File: src/rtl/ebc_pkg.sv
package ebc_pkg;
  // Strobes from the control half to the datapath half.
  typedef struct packed {
    logic fire;     // a mispredict was found in this group
    logic brMiss;   // offender is a wrong direct unconditional branch
    logic ctlMiss;  // offender is a non-control predicted taken
  } ebcStrobe_t;
endpackage

File: src/rtl/ebc_ctrl.sv
module ebc_ctrl
  import ebc_pkg::*;
#(
  parameter int WIDTH = 4,
  parameter int SEQW  = 16,
  parameter int PCW   = 32
) (
  input  logic                       clk,
  input  logic                       rst,
  input  logic [WIDTH-1:0]           inValid,
  input  logic [WIDTH-1:0]           inSquashed,
  input  logic [WIDTH-1:0][SEQW-1:0] inSeq,
  input  logic [WIDTH-1:0]           inPredTaken,
  input  logic [WIDTH-1:0][PCW-1:0]  inPredNpc,
  input  logic [WIDTH-1:0]           inIsCtrl,
  input  logic [WIDTH-1:0]           inIsDirect,
  input  logic [WIDTH-1:0]           inIsUncond,
  input  logic [WIDTH-1:0][PCW-1:0]  inTarget,
  output logic [WIDTH-1:0]           keepLane,
  output logic [WIDTH-1:0]           dropLane,
  output logic [WIDTH-1:0]           resolveLane,
  output logic [WIDTH-1:0]           offLane,
  output ebcStrobe_t                 strobe
);
  logic            found;
  logic [SEQW-1:0] offSeq;

  always_comb begin
    found       = 1'b0;
    offSeq      = '0;
    keepLane    = '0;
    dropLane    = '0;
    resolveLane = '0;
    offLane     = '0;
    strobe      = '0;
    for (int i = 0; i < WIDTH; i++) begin
      logic isRes, brM, ctM;
      isRes = inIsDirect[i] & inIsUncond[i];
      brM   = isRes & (inTarget[i] != inPredNpc[i]);
      ctM   = inPredTaken[i] & ~inIsCtrl[i];
      if (inValid[i]) begin
        if (found) begin
          if (inSeq[i] > offSeq) dropLane[i] = 1'b1;
        end else if (inSquashed[i]) begin
          dropLane[i] = 1'b1;
        end else begin
          keepLane[i]    = 1'b1;
          resolveLane[i] = isRes;
          if (brM | ctM) begin
            found          = 1'b1;
            offSeq         = inSeq[i];
            offLane[i]     = 1'b1;
            strobe.fire    = 1'b1;
            strobe.brMiss  = brM;
            strobe.ctlMiss = ctM;
          end
        end
      end
    end
  end

  // at most one offender per group
  a_r8_single_offender: assert property (@(posedge clk) disable iff (rst)
    $onehot0(offLane));
  // the offender itself is forwarded
  a_r5_offender_kept: assert property (@(posedge clk) disable iff (rst)
    (offLane & ~keepLane) == '0);
  // a lane is never both forwarded and dropped
  a_r2_keep_drop_disjoint: assert property (@(posedge clk) disable iff (rst)
    (keepLane & dropLane) == '0);
  // a fire strobe always comes with exactly one offender lane
  a_r7_fire_has_lane: assert property (@(posedge clk) disable iff (rst)
    strobe.fire |-> ($countones(offLane) == 1));
endmodule

File: src/rtl/ebc_dpath.sv
module ebc_dpath
  import ebc_pkg::*;
#(
  parameter int WIDTH = 4,
  parameter int SEQW  = 16,
  parameter int PCW   = 32,
  parameter int SRCW  = 3,
  parameter int ISIZE = 4,
  parameter int CNTW  = 32
) (
  input  logic                       clk,
  input  logic                       rst,
  input  logic [WIDTH-1:0][SEQW-1:0] inSeq,
  input  logic [WIDTH-1:0][PCW-1:0]  inPc,
  input  logic [WIDTH-1:0]           inPredTaken,
  input  logic [WIDTH-1:0][PCW-1:0]  inPredNpc,
  input  logic [WIDTH-1:0]           inIsCtrl,
  input  logic [WIDTH-1:0]           inIsDirect,
  input  logic [WIDTH-1:0]           inIsUncond,
  input  logic [WIDTH-1:0][PCW-1:0]  inTarget,
  input  logic [WIDTH-1:0][SRCW-1:0] inNumSrc,
  input  logic [WIDTH-1:0]           keepLane,
  input  logic [WIDTH-1:0]           dropLane,
  input  logic [WIDTH-1:0]           resolveLane,
  input  logic [WIDTH-1:0]           offLane,
  input  ebcStrobe_t                 strobe,
  output logic [WIDTH-1:0]           outValid,
  output logic [WIDTH-1:0][SEQW-1:0] outSeq,
  output logic [WIDTH-1:0][PCW-1:0]  outPc,
  output logic [WIDTH-1:0][PCW-1:0]  outNextPc,
  output logic [WIDTH-1:0]           outReady,
  output logic                       rdSquash,
  output logic                       rdMispredict,
  output logic                       rdPredWrong,
  output logic [SEQW-1:0]            rdSeq,
  output logic [PCW-1:0]             rdNextPc,
  output logic                       rdTaken,
  output logic [CNTW-1:0]            cntResolved,
  output logic [CNTW-1:0]            cntBrMisp,
  output logic [CNTW-1:0]            cntCtrlMisp,
  output logic [CNTW-1:0]            cntFwd,
  output logic [CNTW-1:0]            cntDrop
);
  localparam int IDXW = (WIDTH > 1) ? $clog2(WIDTH) : 1;
  localparam logic [PCW-1:0] STEP = PCW'(ISIZE);

  function automatic logic [CNTW-1:0] popCnt(input logic [WIDTH-1:0] v);
    logic [CNTW-1:0] n;
    n = '0;
    for (int i = 0; i < WIDTH; i++) n = n + CNTW'(v[i]);
    return n;
  endfunction

  // Per-lane resolved next PC and sequential PC
  logic [WIDTH-1:0][PCW-1:0] laneNpc, laneSeqPc;
  for (genvar g = 0; g < WIDTH; g++) begin : g_lane
    assign laneSeqPc[g] = inPc[g] + STEP;
    assign laneNpc[g]   = (inIsDirect[g] & inIsUncond[g]) ? inTarget[g] :
                          (inPredTaken[g] & ~inIsCtrl[g]) ? laneSeqPc[g] :
                          inPredNpc[g];
  end

  // Pack kept lanes into consecutive slots
  logic [WIDTH-1:0]           nxtValid, nxtReady;
  logic [WIDTH-1:0][SEQW-1:0] nxtSeq;
  logic [WIDTH-1:0][PCW-1:0]  nxtPc, nxtNpc;
  logic [IDXW:0]              slot;

  always_comb begin
    nxtValid = '0;
    nxtReady = '0;
    nxtSeq   = '0;
    nxtPc    = '0;
    nxtNpc   = '0;
    slot     = '0;
    for (int i = 0; i < WIDTH; i++) begin
      if (keepLane[i]) begin
        nxtValid[slot[IDXW-1:0]] = 1'b1;
        nxtReady[slot[IDXW-1:0]] = (inNumSrc[i] == '0);
        nxtSeq[slot[IDXW-1:0]]   = inSeq[i];
        nxtPc[slot[IDXW-1:0]]    = inPc[i];
        nxtNpc[slot[IDXW-1:0]]   = laneNpc[i];
        slot = slot + 1'b1;
      end
    end
  end

  // Select offender fields from the one-hot lane mask
  logic [SEQW-1:0] offSeqSel;
  logic [PCW-1:0]  offNpcSel, offSeqPcSel;
  always_comb begin
    offSeqSel   = '0;
    offNpcSel   = '0;
    offSeqPcSel = '0;
    for (int i = 0; i < WIDTH; i++) begin
      offSeqSel   = offSeqSel   | ({SEQW{offLane[i]}} & inSeq[i]);
      offNpcSel   = offNpcSel   | ({PCW{offLane[i]}}  & laneNpc[i]);
      offSeqPcSel = offSeqPcSel | ({PCW{offLane[i]}}  & laneSeqPc[i]);
    end
  end

  always_ff @(posedge clk) begin
    if (rst) begin
      outValid     <= '0;
      outReady     <= '0;
      outSeq       <= '0;
      outPc        <= '0;
      outNextPc    <= '0;
      rdSquash     <= 1'b0;
      rdMispredict <= 1'b0;
      rdPredWrong  <= 1'b0;
      rdSeq        <= '0;
      rdNextPc     <= '0;
      rdTaken      <= 1'b0;
      cntResolved  <= '0;
      cntBrMisp    <= '0;
      cntCtrlMisp  <= '0;
      cntFwd       <= '0;
      cntDrop      <= '0;
    end else begin
      outValid     <= nxtValid;
      outReady     <= nxtReady;
      outSeq       <= nxtSeq;
      outPc        <= nxtPc;
      outNextPc    <= nxtNpc;
      rdSquash     <= strobe.fire;
      rdMispredict <= strobe.fire;
      rdPredWrong  <= strobe.fire;
      rdSeq        <= strobe.fire ? offSeqSel : '0;
      rdNextPc     <= strobe.fire ? offNpcSel : '0;
      rdTaken      <= strobe.fire & (offNpcSel != offSeqPcSel);
      cntResolved  <= cntResolved + popCnt(resolveLane);
      cntBrMisp    <= cntBrMisp + CNTW'(strobe.brMiss);
      cntCtrlMisp  <= cntCtrlMisp + CNTW'(strobe.ctlMiss);
      cntFwd       <= cntFwd + popCnt(keepLane);
      cntDrop      <= cntDrop + popCnt(dropLane);
    end
  end

  // filled slots form a contiguous run from slot 0
  a_r1_compact: assert property (@(posedge clk) disable iff (rst)
    (outValid & (outValid + 1'b1)) == '0);
  // the three redirect flags travel together
  a_r7_flags_agree: assert property (@(posedge clk) disable iff (rst)
    (rdSquash == rdMispredict) && (rdSquash == rdPredWrong));
  // forwarded count tracks the filled output slots
  a_r9_fwd_tracks_slots: assert property (@(posedge clk) disable iff (rst)
    cntFwd == $past(cntFwd) + popCnt(outValid));
  // a redirect cycle bumps exactly one or both mispredict counters
  a_r9_misp_counted: assert property (@(posedge clk) disable iff (rst)
    rdSquash |-> ((cntBrMisp + cntCtrlMisp) != ($past(cntBrMisp) + $past(cntCtrlMisp))));
endmodule

File: src/rtl/ebc_unit.sv
module ebc_unit
  import ebc_pkg::*;
#(
  parameter int WIDTH = 4,
  parameter int SEQW  = 16,
  parameter int PCW   = 32,
  parameter int SRCW  = 3,
  parameter int ISIZE = 4,
  parameter int CNTW  = 32
) (
  input  logic                       clk,
  input  logic                       rst,
  input  logic [WIDTH-1:0]           inValid,
  input  logic [WIDTH-1:0]           inSquashed,
  input  logic [WIDTH-1:0][SEQW-1:0] inSeq,
  input  logic [WIDTH-1:0][PCW-1:0]  inPc,
  input  logic [WIDTH-1:0]           inPredTaken,
  input  logic [WIDTH-1:0][PCW-1:0]  inPredNpc,
  input  logic [WIDTH-1:0]           inIsCtrl,
  input  logic [WIDTH-1:0]           inIsDirect,
  input  logic [WIDTH-1:0]           inIsUncond,
  input  logic [WIDTH-1:0][PCW-1:0]  inTarget,
  input  logic [WIDTH-1:0][SRCW-1:0] inNumSrc,
  output logic [WIDTH-1:0]           outValid,
  output logic [WIDTH-1:0][SEQW-1:0] outSeq,
  output logic [WIDTH-1:0][PCW-1:0]  outPc,
  output logic [WIDTH-1:0][PCW-1:0]  outNextPc,
  output logic [WIDTH-1:0]           outReady,
  output logic                       rdSquash,
  output logic                       rdMispredict,
  output logic                       rdPredWrong,
  output logic [SEQW-1:0]            rdSeq,
  output logic [PCW-1:0]             rdNextPc,
  output logic                       rdTaken,
  output logic [CNTW-1:0]            cntResolved,
  output logic [CNTW-1:0]            cntBrMisp,
  output logic [CNTW-1:0]            cntCtrlMisp,
  output logic [CNTW-1:0]            cntFwd,
  output logic [CNTW-1:0]            cntDrop
);
  logic [WIDTH-1:0] keepLane, dropLane, resolveLane, offLane;
  ebcStrobe_t       strobe;

  ebc_ctrl #(.WIDTH(WIDTH), .SEQW(SEQW), .PCW(PCW)) u_ctrl (
    .clk(clk), .rst(rst),
    .inValid(inValid), .inSquashed(inSquashed), .inSeq(inSeq),
    .inPredTaken(inPredTaken), .inPredNpc(inPredNpc), .inIsCtrl(inIsCtrl),
    .inIsDirect(inIsDirect), .inIsUncond(inIsUncond), .inTarget(inTarget),
    .keepLane(keepLane), .dropLane(dropLane), .resolveLane(resolveLane),
    .offLane(offLane), .strobe(strobe)
  );

  ebc_dpath #(.WIDTH(WIDTH), .SEQW(SEQW), .PCW(PCW), .SRCW(SRCW),
              .ISIZE(ISIZE), .CNTW(CNTW)) u_dpath (
    .clk(clk), .rst(rst),
    .inSeq(inSeq), .inPc(inPc), .inPredTaken(inPredTaken), .inPredNpc(inPredNpc),
    .inIsCtrl(inIsCtrl), .inIsDirect(inIsDirect), .inIsUncond(inIsUncond),
    .inTarget(inTarget), .inNumSrc(inNumSrc),
    .keepLane(keepLane), .dropLane(dropLane), .resolveLane(resolveLane),
    .offLane(offLane), .strobe(strobe),
    .outValid(outValid), .outSeq(outSeq), .outPc(outPc), .outNextPc(outNextPc),
    .outReady(outReady), .rdSquash(rdSquash), .rdMispredict(rdMispredict),
    .rdPredWrong(rdPredWrong), .rdSeq(rdSeq), .rdNextPc(rdNextPc), .rdTaken(rdTaken),
    .cntResolved(cntResolved), .cntBrMisp(cntBrMisp), .cntCtrlMisp(cntCtrlMisp),
    .cntFwd(cntFwd), .cntDrop(cntDrop)
  );
endmodule

File: config.mk
export PLATFORM = sky130hd
export DESIGN_NAME = ebc_unit
export DESIGN_NICKNAME = d
export VERILOG_FILES = /design/src/rtl/ebc_pkg.sv /design/src/rtl/ebc_ctrl.sv /design/src/rtl/ebc_dpath.sv /design/src/rtl/ebc_unit.sv
export SDC_FILE = /design/constraint.sdc
export NUM_CORES = 2
export LEC_CHECK = 0
export BUFFER_PORTS_ARGS = -buffer_cell sky130_fd_sc_hd__buf_2
export CAP_MARGIN = 15
export CORE_AREA = 2 2 395 397
export DETAILED_ROUTE_END_ITERATION = 10
export DIE_AREA = 0 0 397 399
export GPL_TIMING_DRIVEN = 1
export PLACE_DENSITY_LB_ADDON = 0.15
export REMOVE_ABC_BUFFERS = 1
export SLEW_MARGIN = 5
export SYNTH_ARGS = -nofsm -noshare
export SYNTH_HDL_FRONTEND = slang
export SYNTH_SLANG_ARGS = --single-unit
File: constraint.sdc
create_clock -name clk -period 8.2 [get_ports clk]
set_input_delay 2.46 -clock clk [delete_from_list [all_inputs] [get_ports clk]]
set_output_delay 2.46 -clock clk [all_outputs]
set_load 0.01 [all_outputs]
# Word-level counts from Yosys, hierarchy flattened
# Cells that the tools add are included.
# classes
mul	0
addsub	20
n_reduce_logical	8
shifts	0
n_bitwise	46
magnitude_cmp	9
mux	142
div	0
n_eq_ne	5
# ops
op	n
$bwmux 128	6
$mux 128	6
$mux 32	13
$add 32x1->32	8
$and 32x32->32	8
$mux 16	15
$bwmux 64	3
$demux 32 s2	3
$mux 64	3
$or 32x32->32	6
$ne 32x32->1	5
$add 32x3->32 const B	4
$add 32x32->32	3
$demux 16 s2	3
$and 16x16->16	4
$mux 1	61
$gt 16x16->1	3
$or 16x16->16	3
$mux 3	15
$mux 4	6
$and 1x1->1	13
$bwmux 4	3
$logic_not 3->1	4
$or 4x4->4	2
14 further kinds	30
# word_totals
memories	0
latch_bits	0
in_bits	486
elab_cells	253
ram_bits	0
ff_bits	538
out_inout_bits	540
romBits	0

# Logic depth before layout (Yosys ltp)
# logic_depth
depth_word	20
mapped_depth	35
depth_no_buf	31

# Modules after synthesis
# Synthesis repeated with hierarchy kept, for this count alone.
# unflattened
cells_unflattened	4163
area_unflattened_um2	32421.1
# modules_own_cells
module	area_per_inst_um2	seq_area_each_um2	n_inst	cells_each
ebc_dpath	29175.5	10770.3	1	3745
ebc_ctrl	3245.6	0.0	1	418

# Worst setup path before layout
# OpenSTA, ideal clock, no wires.
# synth_timing
path_kind	input to register
startpoint	input inSquashed[0]
endpoint	register u_dpath.cntDrop[28]
setup_slack_ns	-0.426
setup_ns	0.128
t_required_ns	8.072
path_buffers	5
arrival_ns	8.499
path_stages	34
cell_sequence	nand2b_1 clkbuf_1 nor2_1 o21ai_2 nand2_2 clkbuf_1 clkbuf_1 clkbuf_1 buf_1 nand2_1 ha_1 nor2b_1 o21a_1 o21a_1 o21a_1 o21a_1 o21ai_0 nand2b_1 a21oi_1 o21ai_0 a21o_1 a21oi_1 o22ai_1 ha_1 fa_1 ha_1 fa_1 a21o_1 nand2_1 nor2_1 nand3_1 nor3_1 xnor2_1 nor2_1
# synth_between
elab_chain_len	16
word_cells_on_any_way	34
cone_classes	4 x add/sub; 3 x order compare; 27 x mux
# synth_lines
item	line_no	rtl
start, declared	ebc_unit.sv:14	input logic [WIDTH-1:0] inSquashed,
branches (longest 14 deep; another with $add 32x1->32)	n/a	
$add 32x1->32 (*)	ebc_dpath.sv:50	for (int i = 0; i < WIDTH; i++) n = n + CNTW'(v[i]);
$add 32x32->32 (*)	ebc_dpath.sv:136	cntDrop <= cntDrop + popCnt(dropLane);
end signal, assigned	ebc_dpath.sv:136	
end, declared	ebc_dpath.sv:42	output logic [CNTW-1:0] cntDrop
# Every way passes the cells marked *.
# A chain may end at the register's enable or synchronous reset.

# Worst setup path after layout
# layout_timing
startpoint	input inTarget[72] in the netlist's numbering
endpoint	register u_dpath.cntDrop[20]
# layout_between
elab_chain_len	13
word_cells_on_any_way	17
cone_classes	2 x add/sub; 1 x order compare; 1 x eq/ne; 11 x mux; 2 x bitwise
# layout_lines
item	line_no	rtl
start, declared	ebc_unit.sv:22	input logic [WIDTH-1:0][PCW-1:0] inTarget,
$ne 32x32->1 (*)	ebc_ctrl.sv:39	brM = isRes & (inTarget[i] != inPredNpc[i]);
$and 1x1->1 (*)	ebc_ctrl.sv:39	
$or 1x1->1 (*)	ebc_ctrl.sv:49	if (brM | ctM) begin
$mux 16	ebc_ctrl.sv:49	
$mux 16	ebc_ctrl.sv:44	end else if (inSquashed[i]) begin
$mux 16	ebc_ctrl.sv:42	if (found) begin
$mux 16	ebc_ctrl.sv:41	if (inValid[i]) begin
$gt 16x16->1	ebc_ctrl.sv:43	if (inSeq[i] > offSeq) dropLane[i] = 1'b1;
$mux 1	ebc_ctrl.sv:43	
$mux 1 (*)	ebc_ctrl.sv:42	
$mux 1 (*)	ebc_ctrl.sv:41	
$add 32x1->32 (*)	ebc_dpath.sv:50	
$add 32x32->32 (*)	ebc_dpath.sv:136	
# Mark *: on every way between the ends. The rest lies on a longest branch, timed or not.

==> flow_summary.yaml <==
die:
  dieArea_sq_mm: 0.158
  io_pins: 1026
  start_util_pct: 20.5
  dieWidth_microns: 397
  dieHeight_microns: 399
  coreArea_sq_mm: 0.154
  rows: 144
cts:
  cts_num_sinks: 538
  ctsHoldBuffers: 0
  clk_latency_ns: 0.68
  numCtsBuffers: 74
  root_buffer: "clkbuf_16"
  clkTransAtPathRegs_ns: 0.06
  cts_tree: "yes"
  ctsHtreeMaxLevel: 3
  clockBufferDepth: 3
global_routing:
  overflow: 0
  track_usage_pct: 31.3
  grt_pass1_wl_microns: 340000
  antenna_found_initial: 87
  grt_pass1_vias: 38225
  grt_max_degree: 143
synth:
  yosysTopAreaCellShare_pct: 34.1
  ys_top_cells_by_area: "dfxtp_1 (34%), nand2_1 (7.1%), nor2_1 (5.9%)"
  synthCells: 4225
  yosys.area.top_type: "dfxtp_1"
  synth_ff_type: "dfxtp_1"
  synth_edf_count: 0
  ys_seq_area_share_pct: 34.1
  syn_area_per_cell_sq_um: 7.47
  async_reset_ff_share_pct: 0
  ys.warnings.count: 0
  synthDistinctLibCells: 72
  synth_area_sq_mm: 0.0316
  ys_ff_latch: 538
power:
  p_leak_nw: 20.0
  pwr_density_cell_mw_per_mm2: 178
  max-vdd-ir-drop_mv: 0.138
critical_path:
  required_ns: 8.72
  r2r_slack_ns: 5.04
  end_kind: "flop"
  r2r_start: "u_dpath.cntResolved[0]$_SDFF_PP0_"
  cp_slowest_cell: "nor4_4"
  arrival_ns: 8.54
  startpoint_type: "primary input"
  slowest_delay_ns: 0.45
  cp-startpoint: "inTarget[72]"
  worstRegToRegCells: 14
  critPathMaxFanout: 5
  crit_type: "primary input to flop"
  worst_r2r_endpoint: "u_dpath.cntResolved[26]$_SDFF_PP0_"
  crit_top_cell: "buf_4"
timing:
  tightestPinTransition_ns: 1.17
  post-route-min-period_ns: 8.02
  rsz0062_at_grt: "yes"
  setup_viol: 0
  fin_worst_skew_ns: 0.0231
  finalHoldViolations: 0
  slew_viol_final: 0
  timing.final.crit_share_pct: 97.8
  max_slew_margin_pct: 22.1
  finalSetupTns_ns: 0
  holdWs_ns: 0.487
  maxClockFrequency_mhz: 125
min_path:
  hp-start: "u_dpath.cntBrMisp[31]$_SDFF_PP0_"
  whs_path_depth: 2
  hold_class: "flop to flop"
  min_to: "u_dpath.cntBrMisp[31]$_SDFF_PP0_"
detailed_routing:
  wl_microns: 258000
  wl_per_cell_microns: 33.5
  drt_iter0_markers: 4092
  firstDrtPassIters: 6
  vias: 39766
  post_drt_via_cell_ratio: 5.16
  postRouteAntennaNets: 0
  post-route-drc-count: 0
final_layout:
  fillerInstances: 16928
  drive_gt1_share_pct: 31.9
  layout_commonest_cell: "buf_2"
  seqCellArea_sq_mm: 0.0108
  final_nets: 6141
  multi_input_area_sq_mm: 0.0197
  most-common-layout-cells: "buf_2 (1024), nand2_1 (596), dfxtp_1 (538), buf_4 (525), nor2_1 (489)"
  syn_to_final_growth_pct: 45.5
outcome:
  outcome: "completed"
place:
  dp_hpwl_microns: 209000
  place_congestion: 0.989
  port-buffer-count: 1025
flow_run:
  drv_cap: 0
-- cells by family (layout without fill, tap and decap cells) --
| family | after synthesis | in the layout | share of synthesized area [%] |
|---|---|---|---|
| mux | 12 | 12 | 0.381 |
| compound gates | 1018 | 1018 | 20.8 |
| buf+inv | 381 | 1782 | 4.76 |
| fa+ha+maj | 81 | 81 | 3.38 |
| flops | 538 | 538 | 34.1 |
| other cells | 0 | 34 | 0 |
| xor+xnor | 374 | 374 | 10.4 |
| simple gates | 1821 | 1822 | 26.2 |
-- area by class of cell --
| class | count | share of cell area (%) |
|---|---|---|
| Clock buffer | 102 | 4.57 |
| Tap cell | 2044 | 5.57 |
| Antenna cell | 34 | 0.185 |
| Timing Repair Buffer | 1604 | 22.1 |
| Multi-Input combinational cell | 3307 | 42.8 |
| Inverter | 49 | 0.401 |
| Sequential cell | 538 | 23.5 |
| Clock inverter | 27 | 0.861 |
-- layer usage --
layer  up-vias  GRT usage (%)  part of all wire, %
li1      17658              -                    -
met1     19455           38.9                   41
met2      2140           51.3                   46
met3       451           9.11                  9.3
met4        62           11.2                  3.9
met5         -              0                 0.14
-- critical path: cells and delay by family --
family	cells	cell delay (ns)
buffers and inverters	6	0.94
XOR/XNOR	2	0.31
AND/OR/NAND/NOR	8	1.31
AO/OA/AOI/OAI	14	2.45
adder cells (fa/ha/maj)	3	1.03
-- sequential cells by signal (all words and copies together) (netlist names) --
name                 count
u_dpath.rdSeq           16
u_dpath.cntDrop         32
u_dpath.rdTaken          1
u_dpath.outPc          128
u_dpath.outReady         4
u_dpath.cntResolved     32
u_dpath.rdSquash         1
u_dpath.outNextPc      128
u_dpath.outValid         4
u_dpath.rdNextPc        32
u_dpath.cntBrMisp       32
u_dpath.cntFwd          32
u_dpath.cntCtrlMisp     32
u_dpath.outSeq          64
-- stage by stage --
stage                     worst slack [ns]  instances  power [mW]  cell area (sq um)  utilization [%]
after floorplan                      -5.48       3893        3.50              30200                -
after global placement               -1.16       7539        4.82              43100             28.1
after detailed placement             -1.16       7540        4.81              43100             28.1
after CTS                           0.0439       7669        8.25              45700             29.7
after global routing               -0.0307       7686        8.46              45900             29.8
final                                0.180       7705        8.19              45900             29.9
-- cells in the mapped netlist, drive strengths merged, types with 74 or more instances --
library cell,count
a221oi,94
nand2,603
o21ai,160
nor2,495
xor2,210
dfxtp,538
buf,76
nand4,76
xnor2,164
clkbuf,256
a211oi,91
nand3,271
nor3,126
a21oi,359
o211ai,83
ha,74
-- worst max path at each step --
stage          slack [ns]                               end  cells past startpoint
3_3_place_gp        -1.16    u_dpath.cntDrop[28]$_SDFF_PP0_                     32
2_1_floorplan       -5.48  u_dpath.outNextPc[69]$_SDFF_PP0_                     11
4_1_cts              0.04    u_dpath.cntDrop[22]$_SDFF_PP0_                     32
5_1_grt             -0.03    u_dpath.cntDrop[20]$_SDFF_PP0_                     34
6_report             0.18    u_dpath.cntDrop[20]$_SDFF_PP0_                     33
3_5_place_dp        -1.16    u_dpath.cntDrop[28]$_SDFF_PP0_                     33
-- repair_timing --
action,4_1_cts,5_1_grt
endpoints found under the setup margin,23,27
gates cloned,0,1
pin swaps,0,3
setup buffers,0,1
resized for setup,8,24
-- power by group --
part / internal (mW) / switching (mW) / total, mW
Combinational: 0.700 / 1.37 / 2.07
Sequential: 2.70 / 0.0326 / 2.73
Clock: 1.99 / 1.39 / 3.38
Total: 5.39 / 2.80 / 8.19
Note: power is estimated with default switching activity, not from simulation.
